<file path="src/rtl/phy_cfg_pkg.sv">
package phy_cfg_pkg;
  localparam int unsigned WORD_W = 32;
  localparam int unsigned HALF_W = 16;

  // word offsets
  localparam int unsigned OFF_CFG  = 0;
  localparam int unsigned OFF_LANE = 1;
  localparam int unsigned OFF_STAT = 2;

  // configuration register layout (data LSB derived from address width)
  localparam int unsigned CFG_STRB_BIT = 0;
  localparam int unsigned CFG_ADDR_LSB = 1;

  // lane-idle register
  localparam int unsigned LANE_LSB = 3;

  // status register
  localparam int unsigned STAT_LOCK_BIT = 9;
  localparam int unsigned STAT_PEND_BIT = 10;

  function automatic logic [HALF_W-1:0] masked_next(
    input logic [HALF_W-1:0] cur,
    input logic [WORD_W-1:0] wd,
    input logic [HALF_W-1:0] impl
  );
    logic [HALF_W-1:0] en;
    en = wd[WORD_W-1:HALF_W] & impl;
    return (cur & ~en) | (wd[HALF_W-1:0] & en);
  endfunction
endpackage

</file>
<file path="src/rtl/hiword_reg.sv">
module hiword_reg
  import phy_cfg_pkg::*;
#(
  parameter logic [HALF_W-1:0] IMPL_MASK = '1
) (
  input  logic              clk_i,
  input  logic              rst_ni,
  input  logic              we_i,
  input  logic [WORD_W-1:0] wdata_i,
  output logic [HALF_W-1:0] q_o
);
  logic [HALF_W-1:0] q;

  always_ff @(posedge clk_i or negedge rst_ni) begin
    if (!rst_ni) q <= '0;
    else if (we_i) q <= masked_next(q, wdata_i, IMPL_MASK);
  end

  assign q_o = q;
endmodule

</file>
<file path="src/rtl/cfg_store.sv">
module cfg_store #(
  parameter int unsigned AW = 6,
  parameter int unsigned DW = 4
) (
  input  logic          clk_i,
  input  logic          rst_ni,
  input  logic          strobe_i,
  input  logic [AW-1:0] addr_i,
  input  logic [DW-1:0] data_i,
  output logic          commit_o,
  input  logic [AW-1:0] rd_addr_i,
  output logic [DW-1:0] rd_data_o
);
  localparam int unsigned DEPTH = 1 << AW;

  logic          strobe_q;
  logic          commit;
  logic [DW-1:0] mem [DEPTH];

  // edge, not level: one commit per rising strobe
  assign commit = strobe_i & ~strobe_q;

  always_ff @(posedge clk_i or negedge rst_ni) begin
    if (!rst_ni) strobe_q <= 1'b0;
    else         strobe_q <= strobe_i;
  end

  for (genvar e = 0; e < DEPTH; e++) begin : g_entry
    always_ff @(posedge clk_i or negedge rst_ni) begin
      if (!rst_ni) mem[e] <= '0;
      else if (commit && addr_i == AW'(e)) mem[e] <= data_i;
    end
  end

  assign commit_o  = commit;
  assign rd_data_o = mem[rd_addr_i];
endmodule

</file>
<file path="src/rtl/reg_rd_mux.sv">
module reg_rd_mux
  import phy_cfg_pkg::*;
#(
  parameter int unsigned BUS_AW = 2
) (
  input  logic [BUS_AW-1:0] rd_addr_i,
  input  logic [HALF_W-1:0] cfg_q_i,
  input  logic [HALF_W-1:0] lane_q_i,
  input  logic              pll_locked_i,
  input  logic              pll_out_pending_i,
  output logic [WORD_W-1:0] rd_data_o
);
  logic [HALF_W-1:0] stat;

  always_comb begin
    stat = '0;
    stat[STAT_LOCK_BIT] = pll_locked_i;
    stat[STAT_PEND_BIT] = pll_out_pending_i;
  end

  always_comb begin
    rd_data_o = '0;
    if (rd_addr_i == BUS_AW'(OFF_CFG))       rd_data_o[HALF_W-1:0] = cfg_q_i;
    else if (rd_addr_i == BUS_AW'(OFF_LANE)) rd_data_o[HALF_W-1:0] = lane_q_i;
    else if (rd_addr_i == BUS_AW'(OFF_STAT)) rd_data_o[HALF_W-1:0] = stat;
  end
endmodule

</file>
<file path="src/rtl/phy_cfg_regport.sv">
module phy_cfg_regport
  import phy_cfg_pkg::*;
#(
  parameter int unsigned BUS_AW = 2,
  parameter int unsigned LANES  = 4,
  parameter int unsigned CFG_AW = 6,
  parameter int unsigned CFG_DW = 4
) (
  input  logic                  clk_i,
  input  logic                  rst_ni,
  input  logic                  wr_valid_i,
  input  logic [BUS_AW-1:0]     wr_addr_i,
  input  logic [WORD_W-1:0]     wr_data_i,
  input  logic [BUS_AW-1:0]     rd_addr_i,
  output logic [WORD_W-1:0]     rd_data_o,
  input  logic                  pll_locked_i,
  input  logic                  pll_out_pending_i,
  output logic [LANES-1:0]      lane_idle_o,
  output logic                  cfg_wr_o,
  input  logic [CFG_AW-1:0]     cfg_rd_addr_i,
  output logic [CFG_DW-1:0]     cfg_rd_data_o
);
  localparam int unsigned CFG_DATA_LSB = CFG_ADDR_LSB + CFG_AW;
  localparam int unsigned CFG_USED     = CFG_DATA_LSB + CFG_DW;
  localparam logic [HALF_W-1:0] CFG_IMPL  = HALF_W'((32'd1 << CFG_USED) - 1);
  localparam logic [HALF_W-1:0] LANE_IMPL = HALF_W'(((32'd1 << LANES) - 1) << LANE_LSB);

  logic              we_cfg, we_lane;
  logic [HALF_W-1:0] cfg_q, lane_q;

  assign we_cfg  = wr_valid_i && (wr_addr_i == BUS_AW'(OFF_CFG));
  assign we_lane = wr_valid_i && (wr_addr_i == BUS_AW'(OFF_LANE));

  hiword_reg #(.IMPL_MASK(CFG_IMPL)) u_cfg_reg (
    .clk_i   (clk_i),
    .rst_ni  (rst_ni),
    .we_i    (we_cfg),
    .wdata_i (wr_data_i),
    .q_o     (cfg_q)
  );

  hiword_reg #(.IMPL_MASK(LANE_IMPL)) u_lane_reg (
    .clk_i   (clk_i),
    .rst_ni  (rst_ni),
    .we_i    (we_lane),
    .wdata_i (wr_data_i),
    .q_o     (lane_q)
  );

  cfg_store #(.AW(CFG_AW), .DW(CFG_DW)) u_store (
    .clk_i     (clk_i),
    .rst_ni    (rst_ni),
    .strobe_i  (cfg_q[CFG_STRB_BIT]),
    .addr_i    (cfg_q[CFG_ADDR_LSB +: CFG_AW]),
    .data_i    (cfg_q[CFG_DATA_LSB +: CFG_DW]),
    .commit_o  (cfg_wr_o),
    .rd_addr_i (cfg_rd_addr_i),
    .rd_data_o (cfg_rd_data_o)
  );

  reg_rd_mux #(.BUS_AW(BUS_AW)) u_rd_mux (
    .rd_addr_i         (rd_addr_i),
    .cfg_q_i           (cfg_q),
    .lane_q_i          (lane_q),
    .pll_locked_i      (pll_locked_i),
    .pll_out_pending_i (pll_out_pending_i),
    .rd_data_o         (rd_data_o)
  );

  assign lane_idle_o = lane_q[LANE_LSB +: LANES];
endmodule

</file>
<file path="config.mk">
export PLATFORM = sky130hd
export DESIGN_NAME = phy_cfg_regport
export DESIGN_NICKNAME = d
export VERILOG_FILES = /design/src/rtl/phy_cfg_pkg.sv /design/src/rtl/hiword_reg.sv /design/src/rtl/cfg_store.sv /design/src/rtl/reg_rd_mux.sv /design/src/rtl/phy_cfg_regport.sv
export SDC_FILE = /design/constraint.sdc
export NUM_CORES = 1
export LEC_CHECK = 0
export BUFFER_PORTS_ARGS = -buffer_cell sky130_fd_sc_hd__buf_2
export CELL_PAD_IN_SITES_DETAIL_PLACEMENT = 0
export CELL_PAD_IN_SITES_GLOBAL_PLACEMENT = 1
export CORE_AREA = 4 4 167 169
export CTS_CLUSTER_SIZE = 8
export DETAILED_ROUTE_END_ITERATION = 7
export DIE_AREA = 0 0 171 173
export PLACE_DENSITY_LB_ADDON = 0.1
export SYNTH_ARGS = -nofsm -noshare
export SYNTH_HDL_FRONTEND = slang
export SYNTH_SLANG_ARGS = --single-unit
</file>
<file path="constraint.sdc">
create_clock -name clk_i -period 4.1 [get_ports clk_i]
set_input_delay 0.615 -clock clk_i [delete_from_list [all_inputs] [get_ports clk_i]]
set_output_delay 0.615 -clock clk_i [all_outputs]
set_load 0.02 [all_outputs]
</file>
==> impl_metrics.env, run 1 <==
export IMPL_ys_seq_elements=272
export IMPL_utilization_pct=54.6
export IMPL_postCtsSetupRepairBufs=0
export IMPL_multi_input_area_um2=5780
export IMPL_die_y_um=173
export IMPL_drive_above_1_share_pct=47.4
export IMPL_floorplan_initialDensity_pct=48.9
export IMPL_clkPwrFrac_pct=35.2
export IMPL_routed_wl_um=31400
export IMPL_ant_nets=0
export IMPL_status="completed"
export IMPL_grt_usage_pct=21.8
export IMPL_critPathKind="in -> out"
export IMPL_p_comb_share_pct=19.3
export IMPL_cts_path_max_buffers=3
export IMPL_power_density_nw_per_um2=542
export IMPL_met3_length_um=1510
export IMPL_grt_pass1_wl_um=50200
export IMPL_fin_setup_tns_ns=0
export IMPL_drt_iter0_markers=379
export IMPL_cts_tree="done"
export IMPL_setup_slack_ns=0.690
export IMPL_nets=1005
export IMPL_vdd_drop_max_v=0.000340
export IMPL_final_min_period_over_clock_period_pct=83.2
export IMPL_drtPass1Iterations=4
export IMPL_clk_latency_ns=0.52
export IMPL_register_area_um2=6810
export IMPL_final_max_slew_viol_count=0
export IMPL_synth_area_um2=13000
export IMPL_max_slew_margin_pct=30.4
export IMPL_clkSlewWorstSetupHoldPaths_ns=0.05
export IMPL_power_mw=7.87
export IMPL_cts_hold_fix_buffers=0
export IMPL_place_inst=1258
export IMPL_synthCells=907
export IMPL_setup_violations=0
export IMPL_dieArea_um2=29600
export IMPL_root_buffer="clkbuf_16"
export IMPL_n_antenna_cell=0
export IMPL_endpoint_kind="primary output"
export IMPL_synthFlopType="dfrtp_1"
export IMPL_grt_pass1_vias=8685
export IMPL_met2_length_um=15600
export IMPL_critPathRequiredTime_ns=3.48
export IMPL_fill_cells=2224
export IMPL_highest_layer="met4"
export IMPL_ys_seq_area_share_pct=52.4
export IMPL_hpwl_um=21300
export IMPL_htreeDepth=2
export IMPL_cts_sinks=272
export IMPL_fmax_ghz=0.293
export IMPL_place_congestion=0.784
export IMPL_finalInstanceArea_um2=14500
export IMPL_cts_repair_resized=0
export IMPL_synth_edf_count=0
export IMPL_synth_cell_types=36
export IMPL_synth_warnings=0
export IMPL_p_seq_share_pct=45.5
export IMPL_wl_per_cell_um=24.1
export IMPL_num_vias=7647
export IMPL_die_w_um=171
export IMPL_area_delta_synth_final_pct=11.7
export IMPL_crit_path_max_fanout=34
export IMPL_whs_ns=0.168
export IMPL_hold_viol=0
export IMPL_grt_max_degree=104
export IMPL_post_place_ws_ns=0.719
export IMPL_drc_errors=0
export IMPL_drv_cap=0
export IMPL_p_sw_mw=2.15
export IMPL_p_int_mw=5.73
export IMPL_viasPerCell=5.87
export IMPL_core_area_um2=26600
export IMPL_regToRegSetupSlack_ns=1.51
export IMPL_tightest_slew_ns=1.03
export IMPL_antenna_found_initial=0
export IMPL_ios=88
export IMPL_port_buffers=56
export IMPL_p_sw_share_pct=27.3
export IMPL_p_leak_nw=7.00
export IMPL_finalNonFillerCells=1303
export IMPL_avgSynthCellArea_um2=14.3
export IMPL_overflow=0
export IMPL_numCtsBuffers=39
export IMPL_crit_arrival_ns=2.80
export IMPL_skew_ns=0.0128
export IMPL_min_period_ns=3.41
export IMPL_wl_met1_um=13700
export IMPL_hp_class="in -> async"
export IMPL_ff2ff_path_depth=6
export IMPL_cp_start_kind="input pin"
export IMPL_rows=60
export IMPL_async_flop_share_pct=100
export IMPL_rsz0062_at_grt="no"
export IMPL_dpl_cell_area_um2=13500
-- Yosys cell counts (5+ instances only) --
| library cell | count | share of area [%] |
|---|---|---|
| mux4_2 | 54 | 9.4 |
| nand2b_1 | 6 | 0.29 |
| nand2_1 | 74 | 2.1 |
| mux4_1 | 10 | 2.0 |
| or2_2 | 7 | 0.34 |
| mux2_2 | 274 | 24 |
| mux2i_1 | 18 | 1.4 |
| buf_2 | 12 | 0.46 |
| o22ai_1 | 6 | 0.29 |
| dfrtp_1 | 272 | 52 |
| and2_1 | 5 | 0.24 |
| clkbuf_1 | 40 | 1.2 |
| buf_6 | 8 | 0.69 |
| buf_4 | 24 | 1.4 |
| nor3_1 | 10 | 0.39 |
| nor2_1 | 44 | 1.3 |
-- cells in the final DEF (no fill, tap or decap), drive strengths merged --
master     n
a2111oi    1
a211o      1
a21oi      3
a22oi      3
and2       5
and3       1
buf       74
clkbuf    42
conb      21
dfrtp    272
inv        4
mux2     278
mux2i     18
mux4      64
nand2     74
nand2b     6
nand3      2
nand3b     3
nand4      1
nor2      44
nor2b      2
nor3      10
nor3b      2
nor4       1
nor4b      3
o211ai     4
o21ai      3
o221ai     3
o22a       3
o22ai      6
or2        7
or3        1
-- layer usage --
metal	vias to the layer above	GRT usage (%)
met5	-	0
met4	0	5.02
met3	49	3.96
met2	181	36.4
met1	4051	30.1
li1	3366	-
-- logic make-up after synthesis --
group	Yosys count	share of synthesized area [%]
other cells	1	0.0289
buf+inv	85	3.73
compound gates	27	1.46
simple gates	162	5.52
mux	360	36.9
flops	272	52.4
-- worst max-delay path, cell delays in order --
cell and delay [ns]:
buf_4 0.31, buf_12 0.31, mux4_1 0.63, mux2i_1 0.15, a22oi_1 0.15, nand2_1 0.17, o221ai_1 0.18, buf_2 0.22
-- area by class of cell --
| type | count | share of cell area [%] |
|---|---|---|
| sequential | 272 | 46.9 |
| multi-input combinational | 570 | 39.8 |
| clock buffer | 42 | 6.80 |
| timing repair buffer | 74 | 3.29 |
| tap | 341 | 2.94 |
| clock inverter | 3 | 0.181 |
| inverter | 1 | 0.0259 |
-- final timing paths --
path | from | end
max | cfg_rd_addr_i[0] | cfg_rd_data_o[2]
min | rst_ni | u_store.mem[18]$_DFFE_PN0P_
max reg2reg | u_store.strobe_q$_DFF_PN0_ | u_store.mem[90]$_DFFE_PN0P_
min reg2reg | register | u_store.strobe_q$_DFF_PN0_
max in group asynchronous | rst_ni | u_store.mem[137]$_DFFE_PN0P_
min in group clk_i | wr_data_i[9] | register
-- sequential cells by signal (all words and copies together), names as in the netlist, named ones only --
name              count
u_store.mem         256
u_store.strobe_q      1
-- power groups by stage --
stage | Clock, mW | Combinational (mW) | Sequential [mW]
final | 2.77 | 1.52 | 3.58
after global routing | 2.97 | 1.66 | 3.64
after CTS | 2.84 | 1.54 | 3.58
after detailed placement | 0 | 1.54 | 3.62
after global placement | 0 | 1.47 | 3.56
after floorplan | 0 | 1.17 | 3.47
No activity file was read; power rests on OpenSTA's default activity.
==> run 2: changes to the inputs <==
--- a/config.mk
+++ b/config.mk
@@ -5,13 +5,14 @@
 export SDC_FILE = /design/constraint.sdc
 export NUM_CORES = 1
 export LEC_CHECK = 0
+export ABC_AREA = 1
 export BUFFER_PORTS_ARGS = -buffer_cell sky130_fd_sc_hd__buf_2
 export CELL_PAD_IN_SITES_DETAIL_PLACEMENT = 0
 export CELL_PAD_IN_SITES_GLOBAL_PLACEMENT = 1
-export CORE_AREA = 4 4 167 169
+export CORE_AREA = 4 4 183 185
 export CTS_CLUSTER_SIZE = 8
 export DETAILED_ROUTE_END_ITERATION = 7
-export DIE_AREA = 0 0 171 173
+export DIE_AREA = 0 0 187 189
 export PLACE_DENSITY_LB_ADDON = 0.1
 export SYNTH_ARGS = -nofsm -noshare
 export SYNTH_HDL_FRONTEND = slang
==> constraint.sdc (replaced) <==
create_clock -name clk_i -period 2.8 [get_ports clk_i]
set_input_delay 0.42 -clock clk_i [delete_from_list [all_inputs] [get_ports clk_i]]
set_output_delay 0.42 -clock clk_i [all_outputs]
set_load 0.02 [all_outputs]
==> impl_metrics.env, run 2 <==
export IMPL_crit_family="buffers and inverters"
export IMPL_cts_sinks=272
export IMPL_met2_length_um=17500
export IMPL_critPathRequiredTime_ns=2.38
export IMPL_cts_path_max_buffers=3
export IMPL_die_w_um=187
export IMPL_vdd_drop_max_v=0.000476
export IMPL_crit_path_max_fanout=19
export IMPL_ant_nets=0
export IMPL_cp_start_kind="input pin"
export IMPL_synth_area_um2=13000
export IMPL_wl_met1_um=17900
export IMPL_rows=66
export IMPL_p_leak_nw=6.98
export IMPL_fmax_ghz=0.403
export IMPL_highest_layer="met4"
export IMPL_wl_per_cell_um=18.2
export IMPL_clkSlewWorstSetupHoldPaths_ns=0.05
export IMPL_port_buffers=56
export IMPL_routed_wl_um=37700
export IMPL_core_area_um2=32000
export IMPL_finalInstanceArea_um2=14700
export IMPL_grt_usage_pct=21.6
export IMPL_yosysTopAreaCell="dfrtp_1"
export IMPL_cts_repair_resized=0
export IMPL_cp_cell_sequence="buf_4 > clkinv_2 > buf_4 > nand2_1 > nand3_1 > nand3_1 > nand2_1 > nand2_1 > nand3_1 > nand3_1 > nand2_1 > buf_2"
export IMPL_critPathKind="in -> out"
export IMPL_worstHoldStart="wr_data_i[0]"
export IMPL_avgSynthCellArea_um2=8.03
export IMPL_ys_seq_elements=272
export IMPL_nets=1704
export IMPL_grt_pass1_wl_um=60900
export IMPL_cts_hold_fix_buffers=1
export IMPL_ys_seq_area_share_pct=52.5
export IMPL_synth_most_common_cell="nand2_1"
export IMPL_synth_edf_count=0
export IMPL_ff2ff_path_depth=6
export IMPL_largest_register_ff_count=256
export IMPL_power_density_nw_per_um2=797
export IMPL_final_cell_mix="nand2_1 (647), dfrtp_1 (272), nand3_1 (222), o21ai_0 (214), buf_2 (54)"
export IMPL_timing_rr_end="u_store.mem[110]$_DFFE_PN0P_"
export IMPL_area_delta_synth_final_pct=13.5
export IMPL_async_flop_share_pct=100
export IMPL_max_slew_margin_pct=48.6
export IMPL_postCtsSetupRepairBufs=0
export IMPL_grt_pass1_vias=10400
export IMPL_crit_arrival_ns=2.06
export IMPL_power_mw=11.7
export IMPL_timing_critical_path_buf_inv=4
export IMPL_synthFlopType="dfrtp_1"
export IMPL_finalNonFillerCells=2070
export IMPL_synth_warnings=0
export IMPL_rsz0062_at_grt="no"
export IMPL_hp_class="in -> reg"
export IMPL_fin_setup_tns_ns=0
export IMPL_hold_viol=0
export IMPL_ios=88
export IMPL_grt_max_degree=87
export IMPL_regToRegSetupSlack_ns=0.75
export IMPL_drive_above_1_share_pct=11.7
export IMPL_final_min_period_over_clock_period_pct=88.5
export IMPL_hpwl_um=23700
export IMPL_final_max_slew_viol_count=0
export IMPL_overflow=0
export IMPL_min_period_ns=2.48
export IMPL_drt_iter0_markers=773
export IMPL_root_buffer="clkbuf_16"
export IMPL_synth_commonest_cells="nand2_1 (647), dfrtp_1 (272), nand3_1 (222)"
export IMPL_drtPass1Iterations=5
export IMPL_cp_slowest_stage_delay_ns=0.31
export IMPL_final_common_cell="nand2_1"
export IMPL_endpoint_kind="primary output"
export IMPL_synth_cell_types=23
export IMPL_status="completed"
export IMPL_die_y_um=189
export IMPL_floorplan_initialDensity_pct=40.5
export IMPL_critPathSlowestCell="buf_4"
export IMPL_regMostFlops="u_store.mem"
export IMPL_setup_violations=0
export IMPL_place_congestion=0.815
export IMPL_cts_tree="done"
export IMPL_yosys_top_cells_area="dfrtp_1 (53%), nand2_1 (19%), nand3_1 (8.6%), o21ai_0 (8.3%), o21ai_1 (1.9%)"
export IMPL_drv_cap=0
export IMPL_tightest_slew_ns=0.771
export IMPL_clk_latency_ns=0.53
export IMPL_viasPerCell=5.16
export IMPL_synthCells=1615
export IMPL_num_vias=10700
export IMPL_met3_length_um=1450
export IMPL_numCtsBuffers=40
export IMPL_min_path_cells=3
export IMPL_skew_ns=0.0213
export IMPL_n_antenna_cell=0
export IMPL_synth_top_area_share_pct=52.5
export IMPL_dieArea_um2=35300
export IMPL_drc_errors=0
export IMPL_antenna_found_initial=0
export IMPL_dpl_cell_area_um2=13600
export IMPL_utilization_pct=45.9
export IMPL_largest_registers="u_store.mem (256), u_store.strobe_q (1)"
export IMPL_place_inst=2022
export IMPL_htreeDepth=2
==> run 2: cell count changes after synthesis, moves of 45 or more <==
| cell | change |
|---|---|
| mux2_2 | -274 |
| mux4_2 | -54 |
| nand2_1 | +573 |
| nand3_1 | +220 |
| o21ai_0 | +214 |
| o21ai_1 | +45 |
==> run 2: layout make-up <==
cell class	count	area (um2)
Multi-Input combinational cell	1232	5580
Timing Repair Buffer	87	666
Clock buffer	44	1040
Clock inverter	3	25.0
Fill cell	3305	17300
Tap cell	408	510
Sequential cell	272	6810
Inverter	24	91.3
==> run 2: through the flow <==
step	hold slack (ns)	worst slack, ns
after global placement	0.358	0.303
after CTS	0.127	0.307
final	0.147	0.321
after detailed placement	0.363	0.315
after global routing	0.129	0.162
after floorplan	0.124	0.894
==> run 2: worst max path at each step <==
stage / startpoint / endpoint / slack, ns / cells past startpoint
detailed placement: cfg_rd_addr_i[0] / cfg_rd_data_o[1] / 0.31 / 12
global placement: cfg_rd_addr_i[0] / cfg_rd_data_o[1] / 0.30 / 12
floorplan: cfg_rd_addr_i[0] / cfg_rd_data_o[1] / 0.89 / 11
global route: cfg_rd_addr_i[0] / cfg_rd_data_o[1] / 0.16 / 12
CTS: cfg_rd_addr_i[0] / cfg_rd_data_o[1] / 0.31 / 12
finish: cfg_rd_addr_i[0] / cfg_rd_data_o[1] / 0.32 / 12
==> run 2: layer usage <==
metal / vias to the layer above / track usage (%)
met1: 5074 / 31.1
met5: - / 0
li1: 5339 / -
met2: 212 / 34.8
met3: 52 / 2.89
met4: 0 / 5.43
==> run 2: worst reg2reg max path: stages, from the launching register on <==
cell	delay (ns)
dfrtp_1	0.40
inv_1	0.15
nand2_1	0.22
nor2_1	0.58
nand2_1	0.34
nand2_1	0.12
o21ai_0	0.08
==> run 2: cells by family after synthesis <==
family / share of synthesized area, %
buf+inv: 5.10
compound gates: 10.9
simple gates: 31.4
other cells: 0.0289
flops: 52.5
==> run 2: power by group <==
group          leakage [nW]  internal [mW]  switching (mW)  total [mW]
combinational          2.79          0.751            1.45        2.20
sequential             3.68           4.79           0.455        5.24
clock                 0.518           2.58            1.69        4.27
total                  6.98           8.12            3.60        11.7
